File: config.mk
export PLATFORM = sky130hd
export DESIGN_NAME = rtc_txn_seq
export DESIGN_NICKNAME = d
export VERILOG_FILES = /design/src/rtl/rtc_seq_pkg.sv /design/src/rtl/rtc_gap_timer.sv /design/src/rtl/rtc_step_map.sv /design/src/rtl/rtc_txn_seq.sv
export SDC_FILE = /design/constraint.sdc
export NUM_CORES = 1
export LEC_CHECK = 0
export ABC_AREA = 1
export ABC_CLOCK_PERIOD_IN_PS = 2580
export BUFFER_PORTS_ARGS = -buffer_cell sky130_fd_sc_hd__clkbuf_2
export CORE_MARGIN = 2
export CORE_UTILIZATION = 24
export CTS_BUF_LIST = sky130_fd_sc_hd__clkbuf_4
export DETAILED_ROUTE_END_ITERATION = 16
export SYNTH_ARGS = -nofsm -noshare
export SYNTH_HDL_FRONTEND = slang
export SYNTH_SLANG_ARGS = --single-unit
File: constraint.sdc
create_clock -name clk -period 2.58 [get_ports clk]
set_clock_uncertainty 0.1 [all_clocks]
set_input_delay 0.258 -clock clk [delete_from_list [all_inputs] [get_ports clk]]
set_output_delay 0.258 -clock clk [all_outputs]
set_load 0.1 [all_outputs]
File: src/rtl/rtc_seq_pkg.sv
package rtc_seq_pkg;

  typedef enum logic [2:0] {S_IDLE, S_LOAD, S_REQ, S_GAP, S_DONE} seq_st_t;
  typedef enum logic [1:0] {M_READ, M_SET, M_INIT} seq_mode_t;
  typedef enum logic [2:0] {
    P_ATT_W, P_ATT_R, P_FIELD, P_CHK, P_INIT_W7, P_INIT_WE, P_POLL
  } seq_phase_t;

  localparam int unsigned NSTEP  = 13;   // nibble accesses per full time transfer
  localparam int unsigned NFIELD = 7;

  localparam logic [3:0] A_CTRL    = 4'hE;
  localparam logic [3:0] A_INTV    = 4'h7;
  localparam logic [3:0] CTRL_24H  = 4'h4;
  localparam logic [3:0] CTRL_INIT = 4'h7;

  // Address of step idx: pairs 0..5, then 8..D, weekday at 6 last.
  function automatic logic [3:0] step_addr(input logic [3:0] idx);
    if (idx < 4'd6)       return idx;
    else if (idx < 4'd12) return idx + 4'd2;
    else                  return 4'h6;
  endfunction

  // Field slot 0..6 = sec, min, hour, mday, mon, year, wday.
  function automatic logic [2:0] step_field(input logic [3:0] idx);
    if (idx < 4'd12) return idx[3:1];
    else             return 3'd6;
  endfunction

  function automatic logic step_is_tens(input logic [3:0] idx);
    return (idx < 4'd12) && idx[0];
  endfunction

  function automatic logic [7:0] merge_nib(input logic [7:0] old,
                                           input logic [3:0] nib,
                                           input logic tens);
    return tens ? {nib, old[3:0]} : {old[7:4], nib};
  endfunction

endpackage

File: src/rtl/rtc_gap_timer.sv
module rtc_gap_timer #(
  parameter int unsigned GAP_CYC = 70
) (
  input  logic clk,
  input  logic rst_n,
  input  logic start,
  input  logic run,
  output logic expired
);
  localparam int unsigned CW = $clog2(GAP_CYC + 1);

  logic [CW-1:0] cnt;

  always_ff @(posedge clk) begin
    if (!rst_n)                     cnt <= '0;
    else if (start)                 cnt <= CW'(GAP_CYC - 1);
    else if (run && cnt != '0)      cnt <= cnt - 1'b1;
  end

  assign expired = (cnt == '0);
endmodule

File: src/rtl/rtc_step_map.sv
module rtc_step_map
  import rtc_seq_pkg::*;
(
  input  logic [3:0]      idx,
  input  logic [6:0][7:0] tm,
  output logic [3:0]      addr,
  output logic [3:0]      wdata,
  output logic [2:0]      fidx,
  output logic            tens
);
  always_comb begin
    addr  = step_addr(idx);
    fidx  = step_field(idx);
    tens  = step_is_tens(idx);
    wdata = tens ? tm[fidx][7:4] : tm[fidx][3:0];
  end
endmodule

File: src/rtl/rtc_txn_seq.sv
module rtc_txn_seq
  import rtc_seq_pkg::*;
#(
  parameter int unsigned MAX_RETRY = 100,
  parameter int unsigned POLL_MAX  = 100,
  parameter int unsigned GAP_CYC   = 70
) (
  input  logic       clk,
  input  logic       rst_n,
  input  logic       cmd_read,
  input  logic       cmd_set,
  input  logic       cmd_init,
  input  logic [7:0] wr_sec,
  input  logic [7:0] wr_min,
  input  logic [7:0] wr_hour,
  input  logic [7:0] wr_mday,
  input  logic [7:0] wr_mon,
  input  logic [7:0] wr_year,
  input  logic [3:0] wr_wday,
  output logic       busy,
  output logic       done,
  output logic       err_timeout,
  output logic       inv_reset,
  output logic [7:0] tm_sec,
  output logic [7:0] tm_min,
  output logic [7:0] tm_hour,
  output logic [7:0] tm_mday,
  output logic [7:0] tm_mon,
  output logic [7:0] tm_year,
  output logic [3:0] tm_wday,
  output logic       rtc_ce,
  output logic       acc_req,
  output logic       acc_wr,
  output logic [3:0] acc_addr,
  output logic [3:0] acc_wdata,
  input  logic       acc_ack,
  input  logic [3:0] acc_rdata
);
  localparam int unsigned RW = $clog2(MAX_RETRY + 1);
  localparam int unsigned PW = $clog2(POLL_MAX + 1);
  localparam logic [3:0]  LAST_STEP = 4'(NSTEP - 1);

  seq_st_t         st;
  seq_mode_t       mode;
  seq_phase_t      ph;
  logic            gap_retry;
  logic [3:0]      idx;
  logic [RW-1:0]   retry;
  logic [PW-1:0]   poll;
  logic            to_flag, inv_flag;
  logic [6:0][7:0] tm;

  logic [3:0] map_addr, map_wdata;
  logic [2:0] map_fidx;
  logic       map_tens;

  logic       nx_wr;
  logic [3:0] nx_addr, nx_wdata;

  // Named internal events
  logic ev_accept, ev_ack, ctrl_busy, ctrl_stop;
  logic ev_attempt_busy, ev_give_up, ev_last_field, ev_clean, ev_drop;
  logic ev_poll_end, gap_expired;

  assign ctrl_busy       = acc_rdata[0];
  assign ctrl_stop       = acc_rdata[1];
  assign ev_accept       = (st == S_IDLE) && (cmd_read || cmd_set || cmd_init);
  assign ev_ack          = (st == S_REQ) && acc_ack;
  assign ev_attempt_busy = ev_ack && (ph == P_ATT_R) && ctrl_busy;
  assign ev_give_up      = ev_attempt_busy && (retry == RW'(MAX_RETRY));
  assign ev_last_field   = ev_ack && (ph == P_FIELD) && (idx == LAST_STEP);
  assign ev_clean        = ev_ack && (ph == P_CHK) && !ctrl_stop;
  assign ev_poll_end     = ev_ack && (ph == P_POLL) &&
                           (!ctrl_busy || poll == PW'(POLL_MAX - 1));
  assign ev_drop         = ev_attempt_busy || ev_last_field || ev_clean;

  rtc_step_map u_map (
    .idx   (idx),
    .tm    (tm),
    .addr  (map_addr),
    .wdata (map_wdata),
    .fidx  (map_fidx),
    .tens  (map_tens)
  );

  rtc_gap_timer #(.GAP_CYC(GAP_CYC)) u_gap (
    .clk     (clk),
    .rst_n   (rst_n),
    .start   (ev_drop),
    .run     (st == S_GAP),
    .expired (gap_expired)
  );

  // Access chosen by the current phase
  always_comb begin
    nx_wr    = 1'b0;
    nx_addr  = A_CTRL;
    nx_wdata = 4'h0;
    unique case (ph)
      P_ATT_W:   begin nx_wr = 1'b1; nx_wdata = CTRL_24H; end
      P_INIT_W7: begin nx_wr = 1'b1; nx_addr = A_INTV; end
      P_INIT_WE: begin nx_wr = 1'b1; nx_wdata = CTRL_INIT; end
      P_FIELD:   begin
        nx_wr    = (mode == M_SET);
        nx_addr  = map_addr;
        nx_wdata = (mode == M_SET) ? map_wdata : 4'h0;
      end
      default:   ;
    endcase
  end

  always_ff @(posedge clk) begin
    if (!rst_n) begin
      st        <= S_IDLE;
      mode      <= M_READ;
      ph        <= P_ATT_W;
      gap_retry <= 1'b0;
      idx       <= '0;
      retry     <= '0;
      poll      <= '0;
      to_flag   <= 1'b0;
      inv_flag  <= 1'b0;
      tm        <= '0;
      rtc_ce    <= 1'b0;
      acc_req   <= 1'b0;
      acc_wr    <= 1'b0;
      acc_addr  <= '0;
      acc_wdata <= '0;
    end else begin
      unique case (st)
        S_IDLE: if (ev_accept) begin
          rtc_ce   <= 1'b1;
          st       <= S_LOAD;
          retry    <= '0;
          poll     <= '0;
          idx      <= '0;
          to_flag  <= 1'b0;
          inv_flag <= 1'b0;
          if (cmd_init) begin
            mode <= M_INIT;
            ph   <= P_CHK;
          end else if (cmd_set) begin
            mode <= M_SET;
            ph   <= P_ATT_W;
            tm   <= {4'h0, wr_wday, wr_year, wr_mon, wr_mday, wr_hour, wr_min, wr_sec};
          end else begin
            mode <= M_READ;
            ph   <= P_ATT_W;
          end
        end
        S_LOAD: begin
          acc_req   <= 1'b1;
          acc_wr    <= nx_wr;
          acc_addr  <= nx_addr;
          acc_wdata <= nx_wdata;
          st        <= S_REQ;
        end
        S_REQ: if (acc_ack) begin
          acc_req <= 1'b0;
          st      <= S_LOAD;
          unique case (ph)
            P_ATT_W: ph <= P_ATT_R;
            P_ATT_R: begin
              if (ctrl_busy) begin
                rtc_ce    <= 1'b0;
                st        <= S_GAP;
                gap_retry <= !ev_give_up;
                to_flag   <= ev_give_up;
              end else begin
                ph  <= P_FIELD;
                idx <= '0;
              end
            end
            P_FIELD: begin
              if (mode == M_READ)
                tm[map_fidx] <= merge_nib(tm[map_fidx], acc_rdata, map_tens);
              if (ev_last_field) begin
                rtc_ce    <= 1'b0;
                st        <= S_GAP;
                gap_retry <= 1'b0;
              end else begin
                idx <= idx + 1'b1;
              end
            end
            P_CHK: begin
              if (ctrl_stop) begin
                inv_flag <= 1'b1;
                ph       <= P_INIT_W7;
                tm       <= {8'h00, 8'h00, 8'h01, 8'h01, 8'h00, 8'h00, 8'h00};
              end else begin
                rtc_ce    <= 1'b0;
                st        <= S_GAP;
                gap_retry <= 1'b0;
              end
            end
            P_INIT_W7: ph <= P_INIT_WE;
            P_INIT_WE: begin
              ph   <= P_POLL;
              poll <= '0;
            end
            P_POLL: begin
              if (ev_poll_end) begin
                mode  <= M_SET;
                ph    <= P_ATT_W;
                retry <= '0;
              end else begin
                poll <= poll + 1'b1;
              end
            end
            default: ;
          endcase
        end
        S_GAP: if (gap_expired) begin
          if (gap_retry) begin
            rtc_ce <= 1'b1;
            retry  <= retry + 1'b1;
            ph     <= P_ATT_W;
            st     <= S_LOAD;
          end else begin
            st <= S_DONE;
          end
        end
        S_DONE: st <= S_IDLE;
        default: st <= S_IDLE;
      endcase
    end
  end

  assign busy        = (st != S_IDLE);
  assign done        = (st == S_DONE);
  assign err_timeout = done && to_flag;
  assign inv_reset   = done && inv_flag;
  assign tm_sec      = tm[0];
  assign tm_min      = tm[1];
  assign tm_hour     = tm[2];
  assign tm_mday     = tm[3];
  assign tm_mon      = tm[4];
  assign tm_year     = tm[5];
  assign tm_wday     = tm[6][3:0];

endmodule

# Yosys cells after proc, flatten, opt, wreduce, memory -nomap -nowiden
# Cells that the tools add are included.
[totals]
ff_bits = 103
inputBits = 62
out_inout_bits = 67
elab_cells = 214
[classes]
addsub = 5
order_cmp = 4
eq_ne = 43
n_mux = 89
n_bitwise = 1
n_reduce_logical = 49
[op_table]
columns = ["cell", "n"]
rows = [
  ["$mux W56", 6],
  ["$pmux W56 S2", 2],
  ["$mux W7", 10],
  ["$bwmux W56", 1],
  ["$mux W3", 12],
  ["$mux W4", 8],
  ["$pmux W7 S2", 2],
  ["$bmux W8 S3", 1],
  ["$demux W8 S3", 1],
  ["$mux W8", 3],
  ["$ne A2 B2 Y1 const B", 12],
  ["$ne A3 B3 Y1 const B", 8],
  ["$pmux W4 S2", 3],
  ["$pmux W7 S3", 1],
  ["$reduce_and A5 Y1", 4],
  ["$mux W2", 9],
  ["$pmux W3 S6", 1],
  ["$reduce_and A9 Y1", 2],
  ["$mux W1", 17],
  ["$logic_and A1 B1 Y1", 16],
  ["$add A7 B1 Y7 const B", 2],
  ["$eq A7 B7 Y1 const B", 2],
  ["$eq A3 B2 Y1 const B", 4],
  ["$eq A3 B3 Y1 const B", 4],
  ["38 further kinds", 60],
]

# Depth between registers and ports, before layout
[depth]
ltp_word = 11
depth_mapped = 15
ltp_nobuf = 13

# Modules after synthesis
# A second synthesis with hierarchy kept.
[unflattened]
hier_cells = 1307
hier_area_um2 = 7582.3
[by_module_without_submodules]
columns = ["module", "instances", "cells_each", "area_each_um2", "seq_area_each_um2"]
rows = [
  ["rtc_txn_seq", 1, 1067, 6312.3, 1921.8],
  ["rtc_step_map", 1, 175, 834.6, 0.0],
  ["rtc_gap_timer", 1, 65, 435.4, 140.1],
]

# Worst setup path before layout
# OpenSTA, ideal clock, no wires.
[synth_path]
path_type = "register to output"
start = "reg st[1]"
end = "out err_timeout"
arrival_ps = 4105
required_time_ps = 2222
setup_slack_ps = -1883
path_stages_with_launch = 5
n_path_buf = 1
cell_sequence = "dfxtp_1 buf_2 nor3_1 inv_1 nor2_1"
[synth_via]
elab_chain_cells = 2
[synth_rtl]
columns = ["item", "line", "rtl"]
rows = [
  ["from (decl)", "rtc_txn_seq.sv:43", "seq_st_t st;"],
  ["from (signal assigned)", "rtc_txn_seq.sv:114", "st <= S_IDLE;"],
  ["from (signal assigned)", "rtc_txn_seq.sv:133", "st <= S_LOAD;"],
  ["from (signal assigned)", "rtc_txn_seq.sv:156", "st <= S_REQ;"],
  ["$eq A3 B3 Y1", "rtc_txn_seq.sv:230", "assign done = (st == S_DONE);"],
  ["via done", "rtc_txn_seq.sv:21", "output logic done,"],
  ["$logic_and A1 B1 Y1", "rtc_txn_seq.sv:231", "assign err_timeout = done && to_flag;"],
  ["to (decl)", "rtc_txn_seq.sv:22", "output logic err_timeout,"],
]
# The timed path passes the listed nets, and every way through them passes these cells.

# Worst setup path in the final report
[layout_path]
start = "reg st[0]"
end = "reg tm (netlist bit tm_mday[4])"
[layout_via]
elab_chain_cells = 4
word_cells_on_any_way = 13
cone_classes = "eq/ne: 8; mux: 1; reduce/logical: 4"
[layout_rtl]
columns = ["item", "line", "rtl"]
rows = [
  ["$logic_not A3 Y1", "rtc_txn_seq.sv:67, rtc_txn_seq.sv:130", ""],
  ["$logic_and A1 B1 Y1", "rtc_txn_seq.sv:67", "assign ev_accept = (st == S_IDLE) && (cmd_read || cmd_set || cmd_init);"],
  ["$ne A2 B2 Y1 (no line)", "n/a", ""],
  ["$reduce_and A8 Y1 (no line)", "n/a", ""],
  ["to (signal assigned)", "rtc_txn_seq.sv:145", "tm <= {4'h0, wr_wday, wr_year, wr_mon, wr_mday, wr_hour, wr_min, wr_sec};"],
  ["to (signal, indexed assignment)", "rtc_txn_seq.sv:176", "tm[map_fidx] <= merge_nib(tm[map_fidx], acc_rdata, map_tens);"],
  ["to (signal assigned)", "rtc_txn_seq.sv:189", "tm <= {8'h00, 8'h00, 8'h01, 8'h01, 8'h00, 8'h00, 8'h00};"],
  ["to (decl)", "rtc_txn_seq.sv:51", "logic [6:0][7:0] tm;"],
]
# Parallel ways exist; a longest one is shown, timed or not.
# A chain may end at the register's enable or synchronous reset.

==> reports/metrics.cfg <==
[outcome]
status = finished, final reports clean

[power_and_ir_drop]
clock_power_share = 0.115
power_switching_mw = 3.91
p_int_mw = 2.85
swShare = 0.578
total_power_mw = 6.76
power_frac_seq = 0.309
p_leak_nw = 3.86
ir_worst_vdd_mv = 0.344
powerDensity_nw_per_um2 = 861
combPwrFrac = 0.576

[critical_path]
arrival_ns = 2.84
cp-end-kind = flip-flop
max_stage_delay_ns = 0.47
cp.required_ns = 2.92
start_kind = flip-flop
slowest_stage = dfxtp_1
cpMostUsedCell = nand2_1
crit_path_max_fanout = 16
crit_start = st[0]
regToRegStartpoint = st[0]
cp_num_buf_inv = 2
crit_chain = nor2_2, inv_2, nor2_2, nand2_2, nand2_1, nor2_4, inv_2, nor2_4, nand2_1, nand2_1, nand2_1, a21oi_1
critPathKind = flip-flop to flip-flop
crit_family = simple AND/OR/NAND/NOR gates

[global_route]
grt_max_degree = 64
use_met3 = 0.0251
grt_pass1_wl_um = 35100
track_usage = 0.157
antenna_found_initial = 1
gr-usage-met1 = 0.216
grt_use_met2 = 0.253
top_usage_layer = met2
grt_pass1_vias = 6394
grt_overflow = 0

[final_layout]
drive_above_1_share = 0.158
fin_util = 0.291
final.fill_count = 3103
nNetsFinal = 1301
syn2layout_area_growth_pct = 18.5

[hold_path]
hold_class = primary input to flip-flop
holdCritStartpoint = wr_hour[5]

[clock_network]
cts_tree = done
cts-root-buf = clkbuf_4
cts_buffers = 9
htree_num_levels = 3
clock-sinks = 103
clk-insertion-delay-late_ns = 0.51
cts.clk_slew.worst_paths_ns = 0.17
clk_path_buf_depth = 2

[logic_synthesis]
synth_area_sq_um = 6630
synthCells = 1116
synth_fp_nets = 1183
synth_ff_type = dfxtp_1
ys_ff_latch = 103
synthArstFlopShare = 0
ys_types = 35
synth_area_per_cell_sq_um = 5.94
synth_seq_area_share = 0.311
synth_edf_count = 0
ys_warn_count = 0

[sta]
finalHoldViolCount = 0
period_needed_ns = 2.50
max-slew-margin-rel = 0.230
setup_viol = 0
worst_slew_pin_slew_ns = 1.15
post-route-period-util = 0.970
fmax_mhz = 399
slew_viol_final = 0
rsz0062_at_grt = yes

[drt]
first_pass_iters = 5
drtIter0Drc = 623
ant_nets = 0
drt_wl_total_um = 23100
drc = 0
vias = 7120
viasPerCell = 4.51
wl_per_cell_um = 14.6

[place]
post-dp-hpwl_um = 17400
portBuffers = 128
gp_congestion = 0.910

[floorplan]
ioPinCount = 129
die_y_um = 170
start_util = 0.245
die_w_um = 170
placementRows = 60
die-area_sq_um = 28900
core_area_sq_um = 27000

[flow_run]
cap_violations = 0

## cell type report
class	instances	area, sq um	share of cell area
Antenna cell	1	2.50	0.000319
Clock buffer	9	67.6	0.00860
Clock inverter	5	37.5	0.00478
Inverter	170	638	0.0813
Multi-Input combinational cell	756	3380	0.431
Sequential cell	103	2060	0.263
Tap cell	341	427	0.0543
Timing Repair Buffer	194	1230	0.157
## cell usage in the layout, fill, tap and decap left out, drive strengths merged, types with 5 or more instances in the layout
| master | count |
|---|---|
| nand4 | 14 |
| clkbuf | 137 |
| nor3 | 11 |
| nand3 | 80 |
| o22ai | 6 |
| nand2 | 309 |
| dlygate4sd3 | 39 |
| o21ai | 34 |
| ha | 5 |
| nor2 | 179 |
| dfxtp | 103 |
| a21oi | 94 |
| inv | 169 |
| xor2 | 6 |
| buf | 27 |
## cells by family (layout without fill, tap and decap cells)
group	count (synthesis)	after routing	synth area share
DFF	103	103	0.311
adders and majority gates	5	5	0.00944
xor gates and xnor gates	9	9	0.0119
other	0	1	0
buffers and inverters	257	378	0.181
and+or+nand+nor	600	600	0.375
AOI/OAI and AO/OA	142	142	0.111
## flip-flops by register name (all words and copies together), names as in the netlist, 2 cells and up
register,cells
tm_hour,8
tm_mday,8
tm_min,8
tm_mon,8
tm_sec,8
tm_year,8
poll,7
retry,7
u_gap.cnt,7
acc_addr,4
acc_wdata,4
idx,4
tm,4
tm_wday,4
ph,3
st,3
mode,2
## power by group through the flow
stage	registers [mW]	logic (mW)	clock network, mW
CTS	2.09	3.89	0.804
floorplan	2.22	3.04	0
global placement	2.12	3.82	0
detailed placement	2.12	3.83	0
finish	2.09	3.89	0.777
global route	2.12	4.16	0.862
## worst min-delay path: stages
cell and delay, ns:
clkbuf_2 0.08, inv_1 0.05, nor2_1 0.04, nor2_1 0.09
a21oi_1 0.07
## metrics by stage
stage                     TNS (ns)  worst slack, ns  hold slack (ns)  area, sq um  cells
after global placement      -0.134          -0.0453            0.338         7350   1525
final                            0           0.0768          0.00937         7850   1579
after global routing         -2.50           -0.156           0.0173         7850   1579
after floorplan             -0.145          -0.0725            0.305         6640   1116
after detailed placement   -0.0496          -0.0252            0.354         7350   1525
after CTS                        0            0.100          0.00417         7850   1578
## layer usage
layer	vias to the layer above	share of wire
li1	3633	-
met1	3205	0.47
met2	254	0.45
met3	28	0.066
met4	0	0.019
met5	-	0
## cells in the mapped netlist (10+ instances only)
library cell,instances,area share
nand2_1,303,0.17
dfxtp_1,103,0.31
nor3_1,11,0.0083
buf_4,52,0.059
nor2_1,173,0.098
nand3_1,79,0.060
nand4_1,14,0.013
buf_2,10,0.0076
a21oi_1,94,0.071
o21ai_0,33,0.025
clkbuf_1,20,0.011
inv_1,164,0.093
## timing repair
item | in CTS | in global routing
hold buffers | 39 | 0
setup buffers | 0 | 0
hold endpoints to repair | 39 | 0
endpoints found under the setup margin | 3 | 28
gates resized for setup | 1 | 2
## worst paths after layout
path | to | slack (ns) | cells past startpoint
max | tm_mday[4] | 0.08 | 12
min | tm_hour[5] | 0.009 | 5
max reg2reg | tm_mday[4] | 0.08 | 12
min reg2reg | tm[53] | 0.38 | 2
Note: power is estimated with default switching activity, not from simulation.
